## src/rtl/sdbg_pkg.sv

```systemverilog
package sdbg_pkg;

  typedef enum logic [1:0] {
    PH_IDLE = 2'd0,
    PH_ADDR = 2'd1,
    PH_DATA = 2'd2
  } phase_e;

endpackage

```

## src/rtl/sdbg_sync.sv

```systemverilog
module sdbg_sync #(
  parameter int             W      = 2,
  parameter int             STAGES = 2,
  parameter logic [W-1:0]   RST    = '0
) (
  input  logic         clk,
  input  logic         rst_n,
  input  logic [W-1:0] d,
  output logic [W-1:0] q
);

  logic [W-1:0] st [STAGES];

  always_ff @(posedge clk or negedge rst_n) begin
    if (!rst_n) begin
      for (int k = 0; k < STAGES; k++) st[k] <= RST;
    end else begin
      st[0] <= d;
      for (int k = 1; k < STAGES; k++) st[k] <= st[k-1];
    end
  end

  assign q = st[STAGES-1];

endmodule

```

## src/rtl/sdbg_regs.sv

```systemverilog
module sdbg_regs #(
  parameter int              AW       = 7,
  parameter int              DW       = 8,
  parameter int              NM       = 3,
  parameter int              MIRROR   = 16,
  parameter logic [2*DW-1:0] ID_WORD  = 16'hA55C,
  parameter logic [DW-1:0]   REV_BYTE = 8'h21
) (
  input  logic            clk,
  input  logic            rst_n,
  input  logic            wr_en,
  input  logic [AW-1:0]   wr_addr,
  input  logic [DW-1:0]   wr_data,
  input  logic [AW-1:0]   rd_addr,
  output logic [DW-1:0]   rd_data,
  output logic [NM*DW-1:0] match_value
);

  logic [DW-1:0] mreg [NM];

  for (genvar i = 0; i < NM; i++) begin : g_match
    always_ff @(posedge clk or negedge rst_n) begin
      if (!rst_n)                                mreg[i] <= '0;
      else if (wr_en && wr_addr == AW'(i))       mreg[i] <= wr_data;
    end
    assign match_value[i*DW +: DW] = mreg[i];

    AST_MATCH_HOLD: assert property (@(posedge clk) disable iff (!rst_n)
      (wr_en && wr_addr != AW'(i)) |=> $stable(mreg[i]));
    AST_MATCH_LOAD: assert property (@(posedge clk) disable iff (!rst_n)
      (wr_en && wr_addr == AW'(i)) |=> mreg[i] == $past(wr_data));
  end

  // Read side: fixed identity bytes low, mirror window of the match bytes.
  always_comb begin
    rd_data = '0;
    if (rd_addr == AW'(0))      rd_data = ID_WORD[DW-1:0];
    else if (rd_addr == AW'(1)) rd_data = ID_WORD[2*DW-1:DW];
    else if (rd_addr == AW'(2)) rd_data = REV_BYTE;
    for (int i = 0; i < NM; i++) begin
      if (rd_addr == AW'(MIRROR + i)) rd_data = mreg[i];
    end
  end

endmodule

```

## src/rtl/sdbg_frame.sv

```systemverilog
module sdbg_frame
  import sdbg_pkg::*;
#(
  parameter int DW = 8,
  parameter int AW = DW - 1
) (
  input  logic          clk,
  input  logic          rst_n,
  input  logic          s_clk,
  input  logic          s_dat,
  output logic [AW-1:0] rd_addr,
  input  logic [DW-1:0] rd_data,
  output logic          wr_valid,
  output logic [AW-1:0] wr_addr,
  output logic [DW-1:0] wr_data,
  output logic          drv_oe,
  output logic          drv_bit,
  output logic          bus_release
);

  localparam int          CW   = $clog2(DW + 1);
  localparam logic [CW-1:0] SEP  = CW'(DW);
  localparam logic [CW-1:0] LAST = CW'(DW - 1);

  phase_e        phase;
  logic [CW-1:0] cnt;
  logic          pend;
  logic          s_clk_d, s_dat_d;
  logic [AW-1:0] shift;
  logic [AW-1:0] addr;
  logic          rw;
  logic [DW-1:0] rd_shift;

  logic rise, fall, start_det;
  assign rise      = s_clk & ~s_clk_d;
  assign fall      = ~s_clk & s_clk_d;
  assign start_det = s_clk & s_clk_d & s_dat_d & ~s_dat;

  assign rd_addr = (phase == PH_ADDR) ? addr : addr + AW'(1);
  assign drv_oe  = (phase == PH_DATA) && rw && !pend && (cnt < SEP);
  assign drv_bit = rd_shift[DW-1];

  always_ff @(posedge clk or negedge rst_n) begin
    if (!rst_n) begin
      phase       <= PH_IDLE;
      cnt         <= '0;
      pend        <= 1'b0;
      s_clk_d     <= 1'b0;
      s_dat_d     <= 1'b1;
      shift       <= '0;
      addr        <= '0;
      rw          <= 1'b0;
      rd_shift    <= '0;
      wr_valid    <= 1'b0;
      wr_addr     <= '0;
      wr_data     <= '0;
      bus_release <= 1'b1;
    end else begin
      s_clk_d  <= s_clk;
      s_dat_d  <= s_dat;
      wr_valid <= 1'b0;
      if (start_det) begin
        phase       <= PH_ADDR;
        cnt         <= '0;
        pend        <= 1'b1;
        bus_release <= 1'b0;
      end else if (phase != PH_IDLE) begin
        if (rise) begin
          if (cnt == SEP) begin
            bus_release <= s_dat;
          end else begin
            shift <= {shift[AW-2:0], s_dat};
            if (cnt == LAST) begin
              if (phase == PH_ADDR) begin
                addr <= shift;
                rw   <= s_dat;
              end else if (!rw) begin
                wr_valid <= 1'b1;
                wr_addr  <= addr;
                wr_data  <= {shift, s_dat};
              end
            end
          end
        end else if (fall) begin
          if (pend) begin
            pend <= 1'b0;
          end else if (cnt == SEP) begin
            cnt <= '0;
            if (bus_release) begin
              phase <= PH_IDLE;
            end else begin
              if (phase == PH_DATA) addr <= addr + AW'(1);
              phase    <= PH_DATA;
              rd_shift <= rd_data;
            end
          end else begin
            cnt      <= cnt + CW'(1);
            rd_shift <= {rd_shift[DW-2:0], 1'b0};
          end
        end
      end
    end
  end

  AST_START_RESETS: assert property (@(posedge clk) disable iff (!rst_n)
    start_det |=> (cnt == '0 && phase == PH_ADDR && pend));
  AST_STROBE_SINGLE: assert property (@(posedge clk) disable iff (!rst_n)
    wr_valid |=> !wr_valid);
  AST_STROBE_AT_LAST_BIT: assert property (@(posedge clk) disable iff (!rst_n)
    wr_valid |-> (cnt == LAST && phase == PH_DATA && !rw));
  AST_ADDR_STEP: assert property (@(posedge clk) disable iff (!rst_n)
    (phase == PH_DATA && fall && !pend && !start_det && cnt == SEP && !bus_release)
      |=> addr == $past(addr) + AW'(1));
  AST_RELEASE_ON_SEP: assert property (@(posedge clk) disable iff (!rst_n)
    $rose(bus_release) |-> $past(cnt) == SEP);
  AST_IDLE_QUIET: assert property (@(posedge clk) disable iff (!rst_n)
    (phase == PH_IDLE && $past(phase) == PH_IDLE) |-> !wr_valid);

endmodule

```

## src/rtl/sdbg_slave.sv

```systemverilog
module sdbg_slave #(
  parameter int               DATA_W      = 8,
  parameter int               MATCH_BYTES = 3,
  parameter int               MIRROR_BASE = 16,
  parameter logic [2*DATA_W-1:0] ID_WORD  = 16'hA55C,
  parameter logic [DATA_W-1:0]   REV_BYTE = 8'h21,
  parameter int               SYNC_STAGES = 2
) (
  input  logic                          clk,
  input  logic                          rst_n,
  input  logic                          dbg_clk_i,
  input  logic                          dbg_dat_i,
  output logic                          dbg_dat_o,
  output logic                          dbg_dat_oe,
  output logic                          bus_release_o,
  output logic                          wr_valid_o,
  output logic [DATA_W-2:0]             wr_addr_o,
  output logic [DATA_W-1:0]             wr_data_o,
  output logic [MATCH_BYTES*DATA_W-1:0] match_value_o
);

  localparam int ADDR_W = DATA_W - 1;

  logic [1:0]        sync_q;
  logic [ADDR_W-1:0] rd_addr;
  logic [DATA_W-1:0] rd_data;

  sdbg_sync #(.W(2), .STAGES(SYNC_STAGES), .RST(2'b10)) sync_i (
    .clk   (clk),
    .rst_n (rst_n),
    .d     ({dbg_dat_i, dbg_clk_i}),
    .q     (sync_q)
  );

  sdbg_frame #(.DW(DATA_W), .AW(ADDR_W)) frame_i (
    .clk         (clk),
    .rst_n       (rst_n),
    .s_clk       (sync_q[0]),
    .s_dat       (sync_q[1]),
    .rd_addr     (rd_addr),
    .rd_data     (rd_data),
    .wr_valid    (wr_valid_o),
    .wr_addr     (wr_addr_o),
    .wr_data     (wr_data_o),
    .drv_oe      (dbg_dat_oe),
    .drv_bit     (dbg_dat_o),
    .bus_release (bus_release_o)
  );

  sdbg_regs #(
    .AW(ADDR_W), .DW(DATA_W), .NM(MATCH_BYTES), .MIRROR(MIRROR_BASE),
    .ID_WORD(ID_WORD), .REV_BYTE(REV_BYTE)
  ) regs_i (
    .clk         (clk),
    .rst_n       (rst_n),
    .wr_en       (wr_valid_o),
    .wr_addr     (wr_addr_o),
    .wr_data     (wr_data_o),
    .rd_addr     (rd_addr),
    .rd_data     (rd_data),
    .match_value (match_value_o)
  );

  AST_NO_DRIVE_ON_WRITE: assert property (@(posedge clk) disable iff (!rst_n)
    wr_valid_o |-> !dbg_dat_oe);

endmodule

```

## config.mk

```make
export PLATFORM = sky130hd
export DESIGN_NAME = sdbg_slave
export DESIGN_NICKNAME = d
export VERILOG_FILES = /design/src/rtl/sdbg_pkg.sv /design/src/rtl/sdbg_sync.sv /design/src/rtl/sdbg_regs.sv /design/src/rtl/sdbg_frame.sv /design/src/rtl/sdbg_slave.sv
export SDC_FILE = /design/constraint.sdc
export NUM_CORES = 1
export LEC_CHECK = 0
export CAP_MARGIN = 5
export CORE_ASPECT_RATIO = 0.5
export CORE_UTILIZATION = 60
export CTS_CLUSTER_DIAMETER = 80
export DETAILED_ROUTE_END_ITERATION = 10
export GPL_ROUTABILITY_DRIVEN = 0
export PLACE_DENSITY = 0.85
export SLEW_MARGIN = 20
export SYNTH_ARGS = -nofsm -noshare
export SYNTH_HDL_FRONTEND = slang
export SYNTH_SLANG_ARGS = --single-unit
```

## constraint.sdc

```tcl
create_clock -name clk -period 3.6 [get_ports clk]
set_input_delay 0.54 -clock clk [delete_from_list [all_inputs] [get_ports clk]]
set_output_delay 0.54 -clock clk [all_outputs]
set_load 0.005 [all_outputs]
```

# == After elaboration in Yosys (flattened, before gate mapping) ==
# Index checks and enable logic that the tools add are counted.
# Widths: inputs -> output; s select.
# classes
n_mux,46
bitwise,14
n_reduce_logical,26
add_sub_neg,2
n_eq_ne,19
n_lt_le_gt_ge,1
# op_table
op,count
$mux 7,10
$mux 8,7
$mux 4,6
$eq 7x5->1 const B,3
$ne 2x2->1 const B,8
$reduce_bool 2->1,8
$mux 1,15
$eq 7x1->1 const B,2
$eq 7x2->1 const B,2
$logic_not 7->1,2
$mux 2,7
$reduce_and 6->1,2
$reduce_and 10->1,1
$not 1->1,9
$reduce_and 4->1,2
$add 7x1->7 const B,1
$reduce_and 7->1,1
$logic_and 1x1->1,6
$mux 6,1
$reduce_and 3->1,2
$and 1x1->1,5
$reduce_and 5->1,1
$add 4x1->4 const B,1
$eq 4x3->1 const B,1
other kinds (5),5
# totals
register_bits,77
word_cells,126
in_bits,4

# == Depth between registers and ports, before layout ==
# Gate-level depths: netlist of the first run.
# logic_depth
word_depth,11
ltp_mapped,10
mapped_depth_nobuf,8

# == By module ==
# Synthesis of the first run repeated with hierarchy kept, for this count alone.
# unflattened
hier_cells,318
area_unflattened_um2,3793.6
# by_module_without_submodules
mod,cells_each,area_each_um2,instances,seq_area_each_um2
sdbg_frame,218,2507.4,1,1228.7
sdbg_regs,94,1168.6,1,600.6
sdbg_sync,6,117.6,1,102.6

# == Worst setup path before layout of the first run ==
# Ideal clock, no wire load.
# synth_timing
kind,register -> register
startpoint,register frame_i.s_clk_d
endpoint,register frame_i.wr_addr[0]
setup_time_ns,0.125
t_arrival_ns,2.169
path_stages_with_launch,10
setup_slack_ns,1.306
path_buffers,2
required_ns,3.475
cell_sequence,dfrtp_1 -> inv_1 -> ha_1 -> o21ai_1 -> nor3_4 -> nand2_2 -> or3_1 -> buf_6 -> buf_12 -> mux2_4
# synth_between
elab_chain_len,5
word_cells_on_any_way,7
cone_classes,6 x bitwise; 1 x reduce/logical
# synth_lines
item,line,text
from (decl),sdbg_frame.sv:28,"logic s_clk_d, s_dat_d;"
from (signal assigned),sdbg_frame.sv:59,s_clk_d <= s_clk;
$and 1x1->1 (3 in series),sdbg_frame.sv:37,assign start_det = s_clk & s_clk_d & s_dat_d & ~s_dat;
$not 1->1 (no line),--,
$reduce_and 7->1 (no line) *,--,
to (signal assigned),sdbg_frame.sv:79,wr_addr <= addr;
to (decl),sdbg_frame.sv:14,"output logic [AW-1:0] wr_addr,"
# Mark *: on every way between the ends. The rest lies on a longest branch, timed or not.
# A chain may end at the register's enable or synchronous reset.

# == Worst setup path after layout of the first run ==
# layout_timing
startpoint,register frame_i.s_clk_d
endpoint,register frame_i.wr_data[1]
# layout_between
elab_chain_len,5
word_cells_on_any_way,7
cone_classes,6 x bitwise; 1 x reduce/logical
# layout_lines
item,line,text
$and 1x1->1 (3 in series),sdbg_frame.sv:37,
$not 1->1 (no line),--,
$reduce_and 7->1 (no line) *,--,
to (signal assigned),sdbg_frame.sv:80,"wr_data <= {shift, s_dat};"
to (decl),sdbg_frame.sv:15,"output logic [DW-1:0] wr_data,"
# Marks and branches as above.

==> results.yml, run 1 <==
sta:
  fmax_mhz: 364
  setup-violations-final: 0
  finalMaxSlewViolations: 0
  hold_slack_ns: 0.355
  setup_tns_ns: 0
  slew_headroom_pct: 35.8
  worst_pin_slew_ns: 0.963
  min_period_over_period_pct: 76.2
  rsz0062_at_grt: "false"
  finalClockSkew_ns: 0.00534
  fin_crit_ns: 2.74
  hold_viol_final: 0
worst_setup_path:
  regToRegSetupSlack_ns: 0.86
  cp_max_fo: 24
  timing.rr.end: "frame_i.wr_data[1]"
  critPathLaunchType: "flip-flop"
  rr_startpoint: "frame_i.s_clk_d"
  worstSetupPathType: "reg2reg"
  crit_required_ns: 3.83
  rr_worst_depth: 9
  worstSetupEndpointType: "flip-flop"
  arrival_ns: 2.97
final_layout:
  multi_input_area_sq_um: 1930
  drive_gt1_share_pct: 17.5
  syn_to_final_growth_pct: 19.8
  num-fill-cells: 397
  fin_nets: 435
  seqCellArea_sq_um: 1930
  diodes: 0
clock_tree:
  root_buffer: "clkbuf_16"
  post_cts_buffers: 0
  hold_buffers: 0
  path_clk_slew_ns: 0.06
  clkLatencyLatePin_ns: 0.34
  clockBufferDepth: 2
  cts-buffers-inserted: 9
  cts_sinks: 77
  cts_max_level: 3
  cts_tree: "done"
  cts-resized-gates: 0
floorplanning:
  io_pins: 47
  die-area_sq_um: 7100
  start_util_pct: 64.5
  die_w_um: 118
  rows: 20
  die_y_um: 60.1
  core_sq_um: 6280
grt:
  antenna_found_initial: 0
  grt_pass1_vias: 3204
  grt_overflow_total: 0
  grt_start_max_net_pins: 78
  grt_first_pass_wirelength_mm: 17.1
  grtUsageTotal_pct: 32.6
logic_synthesis:
  synth_area_leader_cell: "dfrtp_1"
  synth_edf_count: 0
  synth_area_per_cell_sq_um: 10.4
  ys_seq_area_share_pct: 47.7
  ys_seq_elements: 77
  async_reset_ff_share_pct: 100
  synthesis.nets: 402
  synth_ff_type: "dfrtp_1"
  synth_area_sq_um: 4050
  syn-instance-count: 391
  synth.area.top_cells: "dfrtp_1, mux2_2, o21ai_0, mux2_4, a21oi_1"
  yosysWarnings: 0
  yosysUniqueCellTypes: 59
  synth_top_area_share_pct: 45.1
power:
  irDropWorstVdd_mv: 0.310
  p_per_area_nw_per_um2: 490
  p_leak_nw: 2.11
drt:
  route.detailed.drc: 0
  drt-total-wl_mm: 10.8
  wl_per_cell_um: 20.8
  drt_iter0_markers: 502
  vias: 3425
  postRouteAntennaNets: 0
  dr.pass1.iters: 5
  drt-vias-per-instance: 6.62
outcome:
  status: "finished, final reports clean"
placed_design:
  hpwl_mm: 7.01
  place.port_buffers: 46
hold_path:
  hp-class: "in2async"
flow_run:
  cap_violations: 0
-- kinds of logic after synthesis --
group / count (synthesis) / synth area share (%)
AO/OA/AOI/OAI: 109 / 16.6
AND/OR/NAND/NOR: 107 / 14.3
flip-flops: 77 / 47.7
multiplexers: 47 / 13.8
buffers and inverters: 40 / 4.57
adder cells (fa/ha/maj): 7 / 2.16
XOR/XNOR: 4 / 0.865
-- power by group --
| group | switching (mW) | internal (mW) |
|---|---|---|
| sequential | 0.0963 | 0.959 |
| combinational | 0.150 | 0.126 |
| clock | 0.367 | 0.678 |
| total | 0.613 | 1.76 |
-- Yosys cell counts (7+ instances only) --
library cell   n
inv_1         11
mux2_4         9
o21ai_0       39
mux2_2        35
a21oi_1       24
a31oi_1        7
nand3_1        9
dfrtp_1       73
ha_1           7
clkbuf_1      21
nand2_1       23
nor2_1        20
nor3_1        10
-- state kept, by name, summed over array words and instances, names as in the netlist --
signal,cells
frame_i.bus_release,1
frame_i.phase,2
frame_i.pend,1
regs_i.match_value,24
frame_i.s_dat_d,1
frame_i.wr_addr,7
frame_i.wr_valid,1
frame_i.rd_shift,8
frame_i.addr,7
sync_i.st,2
frame_i.wr_data,8
sync_i.q,2
frame_i.rw,1
frame_i.s_clk_d,1
frame_i.shift,7
frame_i.cnt,4
-- area by class of cell --
class | instances | share of cell area [%]
Clock inverter | 6 | 2.32
Inverter | 11 | 0.851
Clock buffer | 10 | 4.72
Timing Repair Buffer | 51 | 10.2
Multi-Input combinational cell | 274 | 39.8
Sequential cell | 77 | 39.8
Tap cell | 88 | 2.27
-- stage by stage --
step / worst slack [ns] / power (mW) / util, % / cells / area, sq um
6_report: 0.856 / 2.38 / 77.3 / 517 / 4850
4_1_cts: 0.890 / 2.37 / 77.3 / 517 / 4850
5_1_grt: 0.714 / 2.47 / 77.3 / 517 / 4850
3_5_place_dp: 0.959 / 1.33 / 71.8 / 501 / 4510
2_1_floorplan: 1.31 / 1.22 / - / 391 / 4050
3_3_place_gp: 1.07 / 1.31 / 71.8 / 501 / 4510
-- layout by cell type, fill, tap and decap left out, drive strengths merged, types with 3 or more instances in the layout --
master         netlist  final
buf                  7      6
dfrtp               73     73
a31oi                7      7
nor2                20     20
clkinv               0      3
o221ai               3      3
nand3                9      9
nor4                 5      5
or3b                 3      3
a21oi               25     25
a211oi               4      4
bufinv               0      3
ha                   7      7
mux2                44     44
or3                  4      4
o21ai               40     40
nand2               24     24
nand3b               4      4
clkdlybuf4s50        0     45
o31ai                5      5
nand2b               5      5
nor3b                3      3
dfstp                4      4
nor3                11     11
inv                 11     11
clkbuf              22     10
and3                 5      5
nand4                5      5
mux2i                3      3
o41ai                3      3
nor2b                5      5
xnor2                3      3
-- metal layers --
layer	track usage [%]	up-vias	share of wire, %
li1	-	1499	-
met1	43.8	1698	42
met2	51.1	195	45
met3	8.87	33	10
met4	13.4	0	2.7
met5	0	-	0
-- how the worst max path moves through the flow --
stage / startpoint / end / depth (start not counted)
final: frame_i.s_clk_d / frame_i.wr_data[1] / 9
after global routing: frame_i.s_clk_d / frame_i.wr_addr[3] / 9
after CTS: frame_i.s_clk_d / frame_i.wr_data[1] / 9
after detailed placement: frame_i.s_clk_d / frame_i.wr_data[0] / 9
after global placement: frame_i.s_clk_d / frame_i.wr_addr[4] / 9
after floorplan: frame_i.s_clk_d / frame_i.wr_addr[0] / 9
-- critical path, stage by stage, from the launching register on --
cell and delay, ns:
dfrtp_1 0.40, inv_1 0.10, ha_1 0.15, buf_4 0.27
o21ai_1 0.23, nor3_4 0.45, nand2_2 0.11, or3_1 0.36
buf_4 0.23, mux2_4 0.33
No activity file was read; power rests on OpenSTA's default activity.
==> run 2: changes to the inputs <==
- CORE_UTILIZATION: 60 -> 56
- PLACE_DENSITY: 0.85 -> 0.8
- clock period: 3.6 -> 2.6 ns (I/O delays scaled with it)
==> run 2 against run 1 <==
Register-to-register slack got worse by 0.68 ns. Total power rose by 29%. Hold slack got worse by 0.17 ns. Combinational power rose by 43%. Non-clock buffer count rose by 13. Die area rose by 7.0%. Critical path type is now reg2out. Largest cell class is now multi-input combinational cells.
==> results.yml, run 2 (same netlist as run 1, synthesis figures left out) <==
drt:
  vias: 3389
  route.detailed.drc: 0
  drt-total-wl_mm: 10.3
  wl_per_cell_um: 19.3
  postRouteAntennaNets: 0
  dr.pass1.iters: 5
  drt_iter0_markers: 345
  drt-vias-per-instance: 6.35
sta:
  finalMaxSlewViolations: 0
  rsz0062_at_grt: "false"
  fmax_mhz: 413
  fin_crit_ns: 2.42
  min_period_over_period_pct: 93.1
  finalClockSkew_ns: 0.00697
  worst_pin_slew_ns: 0.967
  hold_viol_final: 0
  setup_tns_ns: 0
  setup-violations-final: 0
  slew_headroom_pct: 35.5
final_layout:
  mostFrequentLayoutCell: "dfrtp_1"
  syn_to_final_growth_pct: 21.5
  diodes: 0
  drive_gt1_share_pct: 20.4
  stdcell_area_sq_um: 4920
  fin_nets: 448
  instances_no_fill: 534
  largest_reg_flops: 24
  mostFrequentLayoutCells: "dfrtp_1, clkdlybuf4s50_1, o21ai_0"
  num-fill-cells: 488
  postLayoutCoreUtil_pct: 72.0
floorplanning:
  io_pins: 47
  die_y_um: 62.1
  core_sq_um: 6830
  die_w_um: 122
  start_util_pct: 59.3
  rows: 21
  die-area_sq_um: 7590
placed_design:
  hpwl_mm: 7.11
  placed_cell_area_sq_um: 4630
  place.port_buffers: 46
  dp_cells: 518
clock_tree:
  cts-buffers-inserted: 9
  cts_max_level: 3
  root_buffer: "clkbuf_16"
  clockBufferDepth: 2
  cts_tree: "done"
  cts_sinks: 77
  hold_buffers: 0
  path_clk_slew_ns: 0.06
  clkLatencyLatePin_ns: 0.34
worst_setup_path:
  worstSetupPathType: "reg2out"
  crit_required_ns: 2.21
  rr_worst_depth: 6
  arrival_ns: 2.03
  critPathLaunchType: "flip-flop"
  cp_max_fo: 8
  worstSetupEndpointType: "primary output"
grt:
  grt_first_pass_wirelength_mm: 16.8
  grt_start_max_net_pins: 78
  antenna_found_initial: 1
  grt_overflow_total: 0
  grtUsageTotal_pct: 29.7
  grt_pass1_vias: 3330
power:
  p_leak_nw: 2.16
  p_per_area_nw_per_um2: 625
  fin_total_pwr_mw: 3.08
  irDropWorstVdd_mv: 0.508
flow_run:
  cap_violations: 0
outcome:
  status: "finished, final reports clean"
hold_path:
  hp-class: "in2async"
[run 2: final timing paths]
kind / start / endpoint / slack [ns]
max: frame_i.phase[0] / dbg_dat_oe / 0.18
min: rst_n / sync_i.q[0] / 0.18
max reg2reg: frame_i.phase[0] / frame_i.addr[4] / 0.18
min reg2reg: sync_i.st[2] / sync_i.q[0] / 0.35
max in group asynchronous: rst_n / frame_i.wr_data[6] / 1.76
min in group clk: sync_i.st[2] / sync_i.q[0] / 0.35
[run 2: final cells by class]
type	count	area [sq um]	share of cell area, %
Clock buffer	9	225	4.58
Inverter	11	41.3	0.839
Sequential cell	77	1930	39.3
Tap cell	92	115	2.34
Multi-Input combinational cell	274	1930	39.3
Clock inverter	7	66.3	1.35
Timing Repair Buffer	64	606	12.3
[run 2: timing repair]
action	4_1_cts	5_1_grt
endpoints found under the setup margin	0	6
resized for setup	0	1
buffers inserted	0	0
[run 2: stage by stage]
step	setup WS [ns]	hold slack, ns
global route	0.0615	0.278
finish	0.180	0.181
global placement	0.331	0.333
detailed placement	0.163	0.336
floorplan	0.306	0.0944
CTS	0.147	0.228
[run 2: layer usage]
layer / global-route usage, % / up-vias / routed length [um]
li1: - / 1528 / -
met1: 40.0 / 1683 / 4390
met2: 44.0 / 153 / 4760
met3: 11.0 / 23 / 949
met4: 10.7 / 2 / 180
met5: 0 / - / 13
[run 2: power by group]
group / internal, mW / switching [mW]
registers: 1.33 / 0.122
clock network: 0.737 / 0.494
logic: 0.184 / 0.211
total: 2.25 / 0.827
[run 2: critical path: stages, from the launching register on]
cell and delay (ns):
dfrtp_1 0.46, or3b_1 0.43, nor3b_1 0.26, clkdlybuf4s50_1 0.54
